--- src/rtl/gpio_bank_pkg.sv ---
package gpio_bank_pkg;

  localparam int ADDR_W = 3;

  typedef enum logic [ADDR_W-1:0] {
    REG_CTRL = 3'd0,
    REG_DIR  = 3'd1,
    REG_LVL  = 3'd2,
    REG_HIZ  = 3'd3,
    REG_IEN  = 3'd4,
    REG_POL  = 3'd5
  } regAddrE;

  // Strobes from the decoder to the register datapath
  typedef struct packed {
    logic    wrDir;
    logic    wrLvl;
    logic    wrHiz;
    logic    wrIen;
    logic    wrPol;
    logic    rdCtrl;
    regAddrE rdSel;
  } gpioStrobeT;

endpackage

--- src/rtl/gpio_bank_ctrl.sv ---
module gpio_bank_ctrl
  import gpio_bank_pkg::*;
#(
  parameter int BANK_IDX_W = 1,
  parameter int BANK_LSB   = 1,
  parameter int DATA_W     = 8
) (
  input  logic                  clk,
  input  logic                  rstN,
  input  logic [ADDR_W-1:0]     busAddr,
  input  logic                  busWrEn,
  input  logic [BANK_IDX_W-1:0] bankWrData,
  output gpioStrobeT            strobe,
  output logic [BANK_IDX_W-1:0] bankIdx,
  output logic [DATA_W-1:0]     ctrlRead
);

  logic [BANK_IDX_W-1:0] bankReg;
  logic                  wrCtrl;

  always_comb begin
    strobe        = '0;
    strobe.rdSel  = regAddrE'(busAddr);
    strobe.rdCtrl = (busAddr == REG_CTRL);
    wrCtrl        = 1'b0;
    if (busWrEn) begin
      unique case (busAddr)
        REG_CTRL: wrCtrl       = 1'b1;
        REG_DIR:  strobe.wrDir = 1'b1;
        REG_LVL:  strobe.wrLvl = 1'b1;
        REG_HIZ:  strobe.wrHiz = 1'b1;
        REG_IEN:  strobe.wrIen = 1'b1;
        REG_POL:  strobe.wrPol = 1'b1;
        default:  wrCtrl       = 1'b0;
      endcase
    end
  end

  always_ff @(posedge clk or negedge rstN) begin
    if (!rstN) bankReg <= '0;
    else if (wrCtrl) bankReg <= bankWrData;
  end

  assign bankIdx = bankReg;

  always_comb begin
    ctrlRead = '0;
    ctrlRead[BANK_LSB +: BANK_IDX_W] = bankReg;
  end

  // at most one register is written per access
  a_r2_single_strobe: assert property (@(posedge clk) disable iff (!rstN)
    $onehot0({strobe.wrDir, strobe.wrLvl, strobe.wrHiz, strobe.wrIen, strobe.wrPol}));

  // a reserved address leaves the bank select untouched
  a_r11_reserved_keeps_bank: assert property (@(posedge clk) disable iff (!rstN)
    (busWrEn && busAddr > ADDR_W'(REG_POL)) |=> $stable(bankReg));

endmodule

--- src/rtl/gpio_bank_datapath.sv ---
module gpio_bank_datapath
  import gpio_bank_pkg::*;
#(
  parameter int PIN_COUNT   = 16,
  parameter int BANK_WIDTH  = 8,
  parameter int NUM_BANKS   = 2,
  parameter int BANK_IDX_W  = 1,
  parameter int SYNC_STAGES = 2
) (
  input  logic                  clk,
  input  logic                  rstN,
  input  gpioStrobeT            strobe,
  input  logic [BANK_IDX_W-1:0] bankIdx,
  input  logic [BANK_WIDTH-1:0] wrData,
  input  logic [PIN_COUNT-1:0]  pinIn,
  output logic [BANK_WIDTH-1:0] dpRead,
  output logic [PIN_COUNT-1:0]  pinOut,
  output logic [PIN_COUNT-1:0]  pinOe,
  output logic                  irqOut
);

  logic [PIN_COUNT-1:0] dirReg, lvlReg, hizReg, ienReg, polReg;
  logic [PIN_COUNT-1:0] syncStage [SYNC_STAGES];
  logic [PIN_COUNT-1:0] syncIn;
  logic [PIN_COUNT-1:0] levelView;
  logic [PIN_COUNT-1:0] pinActive;

  // One register set per bank; each bank only listens to its own index
  for (genvar b = 0; b < NUM_BANKS; b++) begin : g_bank
    logic [BANK_WIDTH-1:0] dirR, lvlR, hizR, ienR, polR;
    logic                  hit;
    assign hit = (bankIdx == BANK_IDX_W'(b));

    always_ff @(posedge clk or negedge rstN) begin
      if (!rstN) begin
        dirR <= '1;
        lvlR <= '0;
        hizR <= '0;
        ienR <= '0;
        polR <= '0;
      end else if (hit) begin
        if (strobe.wrDir) dirR <= wrData;
        if (strobe.wrLvl) lvlR <= wrData;
        if (strobe.wrHiz) hizR <= wrData;
        if (strobe.wrIen) ienR <= wrData;
        if (strobe.wrPol) polR <= wrData;
      end
    end

    assign dirReg[b*BANK_WIDTH +: BANK_WIDTH] = dirR;
    assign lvlReg[b*BANK_WIDTH +: BANK_WIDTH] = lvlR;
    assign hizReg[b*BANK_WIDTH +: BANK_WIDTH] = hizR;
    assign ienReg[b*BANK_WIDTH +: BANK_WIDTH] = ienR;
    assign polReg[b*BANK_WIDTH +: BANK_WIDTH] = polR;
  end

  // Input synchronizer chain
  always_ff @(posedge clk or negedge rstN) begin
    if (!rstN) begin
      for (int s = 0; s < SYNC_STAGES; s++) syncStage[s] <= '0;
    end else begin
      syncStage[0] <= pinIn;
      for (int s = 1; s < SYNC_STAGES; s++) syncStage[s] <= syncStage[s-1];
    end
  end

  assign syncIn = syncStage[SYNC_STAGES-1];

  // Pad-side outputs
  assign pinOut = lvlReg;
  assign pinOe  = ~dirReg & ~hizReg;

  // Level interrupt
  assign pinActive = dirReg & ienReg & ~(syncIn ^ polReg);
  assign irqOut    = |pinActive;

  // Level readback mixes synchronized inputs and written outputs
  assign levelView = (dirReg & syncIn) | (~dirReg & lvlReg);

  always_comb begin
    unique case (strobe.rdSel)
      REG_DIR: dpRead = dirReg[bankIdx*BANK_WIDTH +: BANK_WIDTH];
      REG_LVL: dpRead = levelView[bankIdx*BANK_WIDTH +: BANK_WIDTH];
      REG_HIZ: dpRead = hizReg[bankIdx*BANK_WIDTH +: BANK_WIDTH];
      REG_IEN: dpRead = ienReg[bankIdx*BANK_WIDTH +: BANK_WIDTH];
      REG_POL: dpRead = polReg[bankIdx*BANK_WIDTH +: BANK_WIDTH];
      default: dpRead = '0;
    endcase
  end

  // Cycles since reset, saturating, to guard the synchronizer check
  logic [1:0] upCnt;
  always_ff @(posedge clk or negedge rstN) begin
    if (!rstN) upCnt <= '0;
    else if (upCnt != 2'd3) upCnt <= upCnt + 2'd1;
  end

  // a write to bank 0 leaves the upper bank untouched
  if (NUM_BANKS > 1) begin : g_bank_chk
    a_r2_other_bank_stable: assert property (@(posedge clk) disable iff (!rstN)
      (strobe.wrDir && bankIdx == '0) |=>
        dirReg[PIN_COUNT-1:BANK_WIDTH] == $past(dirReg[PIN_COUNT-1:BANK_WIDTH]));
  end

  // a level write lands in the selected bank
  a_r4_level_write: assert property (@(posedge clk) disable iff (!rstN)
    strobe.wrLvl |=> lvlReg[$past(bankIdx)*BANK_WIDTH +: BANK_WIDTH] == $past(wrData));

  // with no enables there is no interrupt
  a_r6_no_enable_no_irq: assert property (@(posedge clk) disable iff (!rstN)
    (ienReg == '0) |-> !irqOut);

  // synchronized input equals the raw input two edges back
  if (SYNC_STAGES == 2) begin : g_sync_chk
    a_r9_sync_latency: assert property (@(posedge clk) disable iff (!rstN)
      (upCnt >= 2'd2) |-> syncIn == $past(pinIn, 2));
  end

endmodule

--- src/rtl/gpio_bank_irq.sv ---
module gpio_bank_irq
  import gpio_bank_pkg::*;
#(
  parameter int PIN_COUNT   = 16,
  parameter int BANK_WIDTH  = 8,
  parameter int BANK_LSB    = 1,
  parameter int SYNC_STAGES = 2
) (
  input  logic                  clk,
  input  logic                  rstN,
  input  logic [2:0]            busAddr,
  input  logic                  busWrEn,
  input  logic [BANK_WIDTH-1:0] busWrData,
  output logic [BANK_WIDTH-1:0] busRdData,
  input  logic [PIN_COUNT-1:0]  pinIn,
  output logic [PIN_COUNT-1:0]  pinOut,
  output logic [PIN_COUNT-1:0]  pinOe,
  output logic                  irqOut
);

  localparam int NUM_BANKS  = PIN_COUNT / BANK_WIDTH;
  localparam int BANK_IDX_W = (NUM_BANKS > 1) ? $clog2(NUM_BANKS) : 1;

  gpioStrobeT            strobe;
  logic [BANK_IDX_W-1:0] bankIdx;
  logic [BANK_WIDTH-1:0] ctrlRead;
  logic [BANK_WIDTH-1:0] dpRead;

  gpio_bank_ctrl #(
    .BANK_IDX_W(BANK_IDX_W),
    .BANK_LSB  (BANK_LSB),
    .DATA_W    (BANK_WIDTH)
  ) u_ctrl (
    .clk       (clk),
    .rstN      (rstN),
    .busAddr   (busAddr),
    .busWrEn   (busWrEn),
    .bankWrData(busWrData[BANK_LSB +: BANK_IDX_W]),
    .strobe    (strobe),
    .bankIdx   (bankIdx),
    .ctrlRead  (ctrlRead)
  );

  gpio_bank_datapath #(
    .PIN_COUNT  (PIN_COUNT),
    .BANK_WIDTH (BANK_WIDTH),
    .NUM_BANKS  (NUM_BANKS),
    .BANK_IDX_W (BANK_IDX_W),
    .SYNC_STAGES(SYNC_STAGES)
  ) u_dp (
    .clk    (clk),
    .rstN   (rstN),
    .strobe (strobe),
    .bankIdx(bankIdx),
    .wrData (busWrData),
    .pinIn  (pinIn),
    .dpRead (dpRead),
    .pinOut (pinOut),
    .pinOe  (pinOe),
    .irqOut (irqOut)
  );

  assign busRdData = strobe.rdCtrl ? ctrlRead : dpRead;

endmodule

--- config.mk ---
export PLATFORM = sky130hd
export DESIGN_NAME = gpio_bank_irq
export DESIGN_NICKNAME = d
export VERILOG_FILES = /design/src/rtl/gpio_bank_pkg.sv /design/src/rtl/gpio_bank_ctrl.sv /design/src/rtl/gpio_bank_datapath.sv /design/src/rtl/gpio_bank_irq.sv
export SDC_FILE = /design/constraint.sdc
export NUM_CORES = 1
export LEC_CHECK = 0
export BUFFER_PORTS_ARGS = -buffer_cell sky130_fd_sc_hd__buf_2
export CORE_MARGIN = 10
export CORE_UTILIZATION = 62
export CTS_CLUSTER_DIAMETER = 120
export DETAILED_ROUTE_END_ITERATION = 8
export PLACE_DENSITY = 0.85
export SYNTH_ARGS = -nofsm -noshare
export SYNTH_HDL_FRONTEND = slang
export SYNTH_SLANG_ARGS = --single-unit
--- constraint.sdc ---
create_clock -name clk -period 3.1 [get_ports clk]
set_clock_uncertainty 0.2 [all_clocks]
set_input_delay 0.155 -clock clk [delete_from_list [all_inputs] [get_ports clk]]
set_output_delay 0.155 -clock clk [all_outputs]
set_load 0.01 [all_outputs]
==> results by stage, run 1 <==
Finish:
- The combined flip-flop and latch cell area is 2850 µm².
- The library cell used most frequently in the layout, excluding fill and tap cells, is dfrtp_1.
- The area growth from synthesis to layout is 24.4%.
- The number of fill cells in the layout is 488.
- The library cells used most frequently in the layout, excluding fill and tap cells, are 97 x dfrtp_1, 84 x mux2_2, 69 x buf_2.
- The final layout contains 565 nets.
- In the final layout, the multi-input gates occupy 2280 µm².
- The fraction of final layout cells with drive strength greater than 1 is 39.8%.

Route:
- For this block, the initial DRC count from the detailed router was 367.
- The post-detailed-route count of antenna-violating nets is 0.
- The routed wire length per instance is 22.6 µm.
- The DRC violations left is 0.
- The number of vias per cell is 6.49.
- The first TritonRoute pass finished after 7 iterations.
- The total vias in the final route is 4246.
- The post-detailed-routing wire length is 14800 µm.

Synthesis:
- Counting distinct cell types in the post-synthesis netlist gives 49.
- The dominant combinational cell family by area after synthesis is multiplexers.
- Dividing the synthesized area by the synthesized cell count gives 11.9 µm².
- After Yosys synthesis, and, or, nand and nor cells account for 10.3% of the synthesized area.
- The cell area that synthesis handed to floorplanning was 5270 µm².
- The synthesized netlist devotes 0% of its cell area to adder and majority cells.
- The mux contribution to synthesized area is 19.8%.
- The number of synthesized flops with an enable pin is 0.
- The number of nets handed over by synthesis was 472.
- The number of synthesized register bits is 113.
- The fraction of synthesis flops using an asynchronous set or reset pin is 100%.
- For this run, the leading register cell type out of synthesis is dfrtp_1.
- The sequential-to-total area share from yosys stat is 54.0%.
- Of the total synthesized cell area, the portion taken by XOR and XNOR cells is 2.66%.
- The complex-gate fraction of the synthesized area is 10.4%.
- Yosys printed 0 warnings.
- Synthesis produced a netlist whose cell count is 442.

STA:
- For the pin with the worst max-slew slack, the measured transition is 0.958 ns.
- Setup total negative slack on the finished layout was measured at 0 ns.
- The clock period minus final worst setup slack is 2.63 ns.
- The number of max-slew violations in the final report was 0.
- The count of final setup violators is 0.
- The final hold violation count is 0.
- The worst path uses 84.8% of the clock period.
- Setup repair after global routing left no endpoint under its margin.
- The headroom to the max-slew limit is 35.5%.
- The highest attainable clock frequency is 380 MHz.

Clocking:
- TritonCTS built the clock tree.
- In this run the number of H-tree levels came out at 4.
- The number of buffers on the longest clock path is 2.
- The cell at the root of the clock tree is clkbuf_8.
- Clock-pin slew was measured on the worst setup and hold paths at 0.05 ns.
- The number of gates given a new drive strength after cts is 0.
- Counting every sink on the clock net gives 113.
- The clock latency on the worst-skew pair is 0.52 ns.
- The number of buffers created by CTS is 17.

Die:
- The core area is 8260 µm².
- The die area is 12600 µm².
- The die is 112 µm tall.
- In this run the horizontal extent of the chip is 112 µm.
- Pin placement for this block handled 71 I/O pins.
- The initial core utilization is 63.8%.
- In this run the core area contains 33 standard-cell rows.

Worst setup path:
- The critical path class is register to output port.
- At the worst endpoint, the arrival time is 2.27 ns.
- The kind of end point of the critical path is an output port.
- In this run the worst path has a maximum fanout of 24.
- Data on the critical path is required at its endpoint by 2.74 ns.
- The critical path launch point type is a register.

Placed design:
- The placed wire-length estimate after detailed placement is 9310 µm.
- The count of port buffers added during placement is 70.
- The congestion estimate from routability-driven global placement came to 0.956.

Power:
- The design draws 5.39 mW.
- The worst-case IR drop observed on VDD is 0.565 mV.
- Summed over all cells, the static leakage comes to 2.87 nW.
- In this run the power density over the cells is 822 nW/µm².

Global routing:
- The remaining global-route overflow is 0.
- Entering global routing, the biggest net connects 54 pins.
- For this run, the total global-route usage over all layers was measured as 23.7%.
- The wire length of the first global-routing pass is 23700 µm.
- The number of antenna violations at the first check in global routing is 1.
- The number of global-route vias before repair is 4465.

Job:
- The tool flagged a number of max-cap violations equal to 0.

Status:
- The flow ran to the end, and the final reports show no timing, DRC or antenna violations.

Min path:
- The class of the tightest hold or removal check is input port to asynchronous set/reset pin.
==> cells by family after synthesis <==
kind of cell	Yosys count
buf+inv	32
xor+xnor	16
mux	94
simple gates	107
compound gates	80
flops	113
==> through the flow <==
step / util, % / area [µm²] / hold WS, ns / instances / worst slack [ns]
detailed placement: 68.9 / 5690 / 0.0332 / 595 / 0.716
floorplan: - / 5270 / -0.341 / 442 / 1.34
global route: 79.4 / 6560 / 0.0681 / 654 / 0.401
CTS: 79.3 / 6550 / 0.0396 / 653 / 0.547
global placement: 68.9 / 5690 / 0.0322 / 595 / 0.696
finish: 79.4 / 6560 / 0.0147 / 654 / 0.471
==> state kept, by name, indices dropped and copies added, names as in the netlist <==
name              count
u_dp.g_bank.polR     16
u_dp.g_bank.hizR     16
u_dp.g_bank.lvlR     16
u_dp.syncIn          16
u_dp.g_bank.dirR     16
u_dp.syncStage       16
u_ctrl.bankIdx        1
u_dp.g_bank.ienR     16
==> layer usage <==
| layer | vias up | share of wire (%) | GRT usage (%) |
|---|---|---|---|
| met4 | 0 | 3.4 | 10.6 |
| met1 | 2101 | 39 | 29.6 |
| met2 | 281 | 47 | 36.5 |
| li1 | 1807 | - | - |
| met5 | - | 0 | 0 |
| met3 | 57 | 9.9 | 7.93 |
==> cell type report <==
| type | count | area share (%) |
|---|---|---|
| inverters | 3 | 0.172 |
| repair buffers | 103 | 10.3 |
| diodes | 1 | 0.0382 |
| flip-flops and latches | 113 | 43.4 |
| clock buffers | 20 | 6.80 |
| well taps | 105 | 2.00 |
| multi-input cells | 297 | 34.8 |
| clock inverters | 12 | 2.42 |
==> where the power goes <==
| part | switching [mW] | internal [mW] | leakage [nW] |
|---|---|---|---|
| clock | 0.687 | 1.27 | 0.291 |
| combinational | 0.558 | 0.627 | 1.25 |
| sequential | 0.384 | 1.86 | 1.34 |
| total | 1.63 | 3.76 | 2.87 |
==> critical path, cell delays in order, from the launching register on <==
cell and delay [ns]:
dfrtp_1 0.94, o21ai_0 0.26, a311oi_1 0.26, nor3b_1 0.09, buf_2 0.19
==> synth_stat cells, drive strengths merged, types with 2 or more instances <==
library cell	instances	share of area (%)
mux2i	10	1.9
a21o	7	1.0
a2111oi	2	0.33
buf	18	1.7
a211oi	2	0.28
nor2	33	2.5
mux2	84	18
nand3	23	2.2
clkbuf	11	0.78
o211ai	6	0.85
and4	2	0.33
a22oi	5	0.71
dfrtp	97	46
a32oi	3	0.50
a31oi	6	0.71
nand2b	2	0.28
inv	3	0.21
a21oi	16	1.5
a221oi	3	0.50
a311oi	2	0.33
nand4	4	0.47
o21a	3	0.43
a221o	4	0.76
nor3	5	0.57
nand2	24	1.8
o21ai	15	1.4
dfstp	16	8.0
xnor2	16	2.7
nor3b	6	0.85
o211a	2	0.38
==> final timing paths <==
kind / startpoint / endpoint / slack [ns] / cells past startpoint
min in group clk: pinIn[10] / u_dp.syncStage[26]$_DFF_PN0_ / 0.06 / 2
worst max-delay path: u_ctrl.bankIdx$_DFFE_PN0P_ / busRdData[6] / 0.47 / 4
worst max register to register: u_ctrl.bankIdx$_DFFE_PN0P_ / u_dp.g_bank[1].polR[5]$_DFFE_PN0P_ / 0.58 / 2
worst min register to register: u_dp.syncStage[23]$_DFF_PN0_ / u_dp.syncIn[7]$_DFF_PN0_ / 0.15 / 0
max in group asynchronous: rstN / u_dp.g_bank[0].dirR[0]$_DFFE_PN1P_ / 1.86 / 3
worst min-delay path: rstN / u_dp.g_bank[0].lvlR[2]$_DFFE_PN0P_ / 0.01 / 2
==> timing repair <==
| item | CTS | global route |
|---|---|---|
| hold buffers | 26 | 0 |
| buffers inserted | 0 | 0 |
| endpoints found under the hold margin | 183 | 0 |
(Power assumes the default switching activity.)
==> inputs of run 2 (changes only) <==
CORE_UTILIZATION = 52   (was 62)
PLACE_DENSITY = 0.76   (was 0.85)
clock period = 2.16 ns   (was 3.1 ns; I/O delays follow)
==> results by stage, run 2 (synthesized netlist as in run 1, its figures left out) <==
Finish:
- The most frequent standard cell in the layout excluding fill and tap cells is dfrtp_1.
- The net count of the finished layout is 613.
- The repair_antennas step left the layout with diodes totalling 0.
- Once layout is complete, the cells apart from fillers number 729.
- The synthesis-to-layout area growth is 34.8%.
- The fraction of final layout cells with drive strength greater than 1 is 46.8%.
- Leaving out fill and tap cells, the most frequent cells in the layout are 96 x dfrtp_1, 82 x mux2_2, 66 x buf_2.
- The utilization after layout is 72.4%.

Clocking:
- Clock tree synthesis selected as its root buffer the cell clkbuf_8.
- The clock latency on the worst-skew pair is 0.53 ns.
- The number of buffers on the longest clock path is 2.
- The clock input transition at the sequential cells of the worst setup and hold paths is 0.06 ns.
- The clock drives 113 sinks.
- TritonCTS built the clock tree.
- Buffers inserted during clock tree synthesis total 17.
- The H-tree generated during clock tree synthesis spans 4 levels.

Global routing:
- The number of antenna violations at the first check in global routing is 0.
- The number of global-route vias before repair is 4429.
- The first global-routing pass estimated 24000 µm of wire.
- The remaining global-route overflow is 0.
- For this run, the total global-route usage over all layers was measured as 21.3%.
- The pin count of the biggest net entering global routing is 53.

STA:
- The final clock period utilization by the worst path is 109%.
- The number of max-slew violations in the final report came to 0.
- Timing would allow up to 425 MHz.
- For the pin with the worst max-slew slack, the measured transition is 0.631 ns.
- The headroom to the max-slew limit is 58.0%.
- Setup violations remaining at the end of the flow were counted as 6.
- Once routing completed, OpenROAD measured the worst setup slack at -0.190 ns.
- The clock period minus final worst setup slack is 2.35 ns.
- Setup repair after global routing could not meet its margin everywhere.
- The final hold violation count was 0.

Worst setup path:
- The largest fanout on the critical path is 2.
- The kind of cell with the highest combined delay along the critical path is simple AND/OR/NAND/NOR gates.
- In this run the critical register-to-register path is launched from u_ctrl.bankIdx$_DFFE_PN0P_.
- The critical path launch point type is a register.
- The number of buffers and inverters on the critical path is 1.
- Walking the worst path, the cells encountered are xnor2_1 -> nand3_1 -> nand4_1 -> or4_4 -> buf_6.
- The largest incremental delay on the critical path is 0.56 ns.
- The most critical setup path has its startpoint at u_dp.syncIn[0]$_DFF_PN0_.
- The slowest stage of the critical path is the or4_4 cell.
- The required arrival time at the worst endpoint is 1.85 ns.
- The critical path class is register to output port.
- The kind of end point of the critical path is an output port.
- The arrival time at the worst endpoint is 2.04 ns.

Die:
- The initial core utilization is 53.7%.
- The die is 121 µm wide.
- The height of the die is 121 µm.
- The die covers 14600 µm².
- The standard-cell row count is 36.
- The count of boundary I/O pins is 71.
- The core region is 9820 µm².

Route:
- The count of TritonRoute iterations in the first routing pass is 5.
- The first-iteration detailed-routing DRC count is 405.
- The final route contains 4205 vias.
- In the final routed layout, each cell accounts on average for 21.0 µm.
- The number of vias per cell is 5.77.
- The post-detailed-route count of antenna-violating nets is 0.
- The final layout contains routed wiring with a total length of 15300 µm.
- The DRC violations left is 0.

Placed design:
- Timing analysis after detailed placement gives a worst setup slack of 0.122 ns.
- The weighted congestion at the end of routability-driven global placement is 0.963.
- Counting tap cells, the placed design contains a total of 657 instances.
- Detailed placement finished with a half-perimeter wire length of 10300 µm.
- Input and output buffers added on the ports amount to 70.

Power:
- Summed over all cells, the static leakage comes to 3.16 nW.
- The maximum vdd ir drop is 0.849 mV.
- Power spread over the standard cell area amounts to 1130 nW/µm².
- The total power of the final layout is 8.06 mW.

Min path:
- The tightest min-delay check is of the input port to register type.
- In this run the most critical hold path is launched from pinIn[7].

Status:
- The flow ran to the end, but the final reports show violations.
- The final reports fail on setup timing.

Job:
- The total of max-cap violations is 0.
run 2: cell types whose count changed in the layout (fill, tap and decap cells not counted), sizes merged:
cell and change:
buf +45, dlygate4sd3 +3, bufinv +1, clkbuf -1, clkinv -1, clkinvlp +1, diode -1
run 2: stage by stage:
stage	hold slack [ns]	setup TNS (ns)	area [µm²]
global route	0.00997	-1.14	7110
global placement	-0.0679	0	5990
floorplan	-0.388	0	5270
CTS	0.00290	-0.542	7030
finish	0.0197	-0.483	7110
detailed placement	-0.0720	0	5990
run 2: worst paths after layout:
kind / end / depth (start not counted) / slack [ns]
max in group asynchronous: u_dp.g_bank[0].dirR[2]$_DFFE_PN1P_ / 4 / 0.83
worst max-delay path: irqOut / 5 / -0.19
worst min register to register: u_dp.syncIn[0]$_DFF_PN0_ / 0 / 0.15
worst max register to register: u_dp.g_bank[0].lvlR[4]$_DFFE_PN0P_ / 5 / 0.34
worst min-delay path: u_dp.syncStage[23]$_DFF_PN0_ / 2 / 0.02
min in group asynchronous: u_dp.g_bank[1].dirR[6]$_DFFE_PN1P_ / 3 / 0.56
run 2: area by class of cell:
| class | count | area [µm²] |
|---|---|---|
| well taps | 133 | 166 |
| multi-input cells | 297 | 2370 |
| clock inverters | 13 | 188 |
| inverters | 3 | 11.3 |
| flip-flops and latches | 113 | 2850 |
| clock buffers | 19 | 422 |
| fillers | 722 | 2710 |
| repair buffers | 151 | 1100 |
run 2: layer usage:
metal | vias to the layer above | routed length, µm | track usage, % | part of all wire, %
met5 | - | 0 | 0 | 0
met4 | 0 | 377 | 8.67 | 2.5
met3 | 28 | 1110 | 6.42 | 7.2
met2 | 176 | 7550 | 35.0 | 49
met1 | 2097 | 6300 | 25.7 | 41
li1 | 1904 | - | - | -
run 2: worst reg2reg max path, cell delays in order (launching register included):
cell and delay (ns):
dfrtp_2 0.43, buf_12 0.15, nor2_1 0.18, nand3_1 0.24, buf_4 0.23, mux2_2 0.27
run 2: repair_timing:
item	in CTS	in global routing
pin swaps	18	15
setup buffers	9	1
setup endpoints to repair	8	9
resized for setup	12	17
hold buffers	30	0
hold endpoints to repair	198	0
gates cloned	0	0
run 2: where the power goes:
group          switching [mW]  total [mW]  leakage (nW)  internal, mW
registers               0.493        3.17          1.34          2.68
clock network           0.990        2.86         0.288          1.87
logic                   0.920        2.03          1.53          1.11
total                    2.40        8.06          3.16          5.66
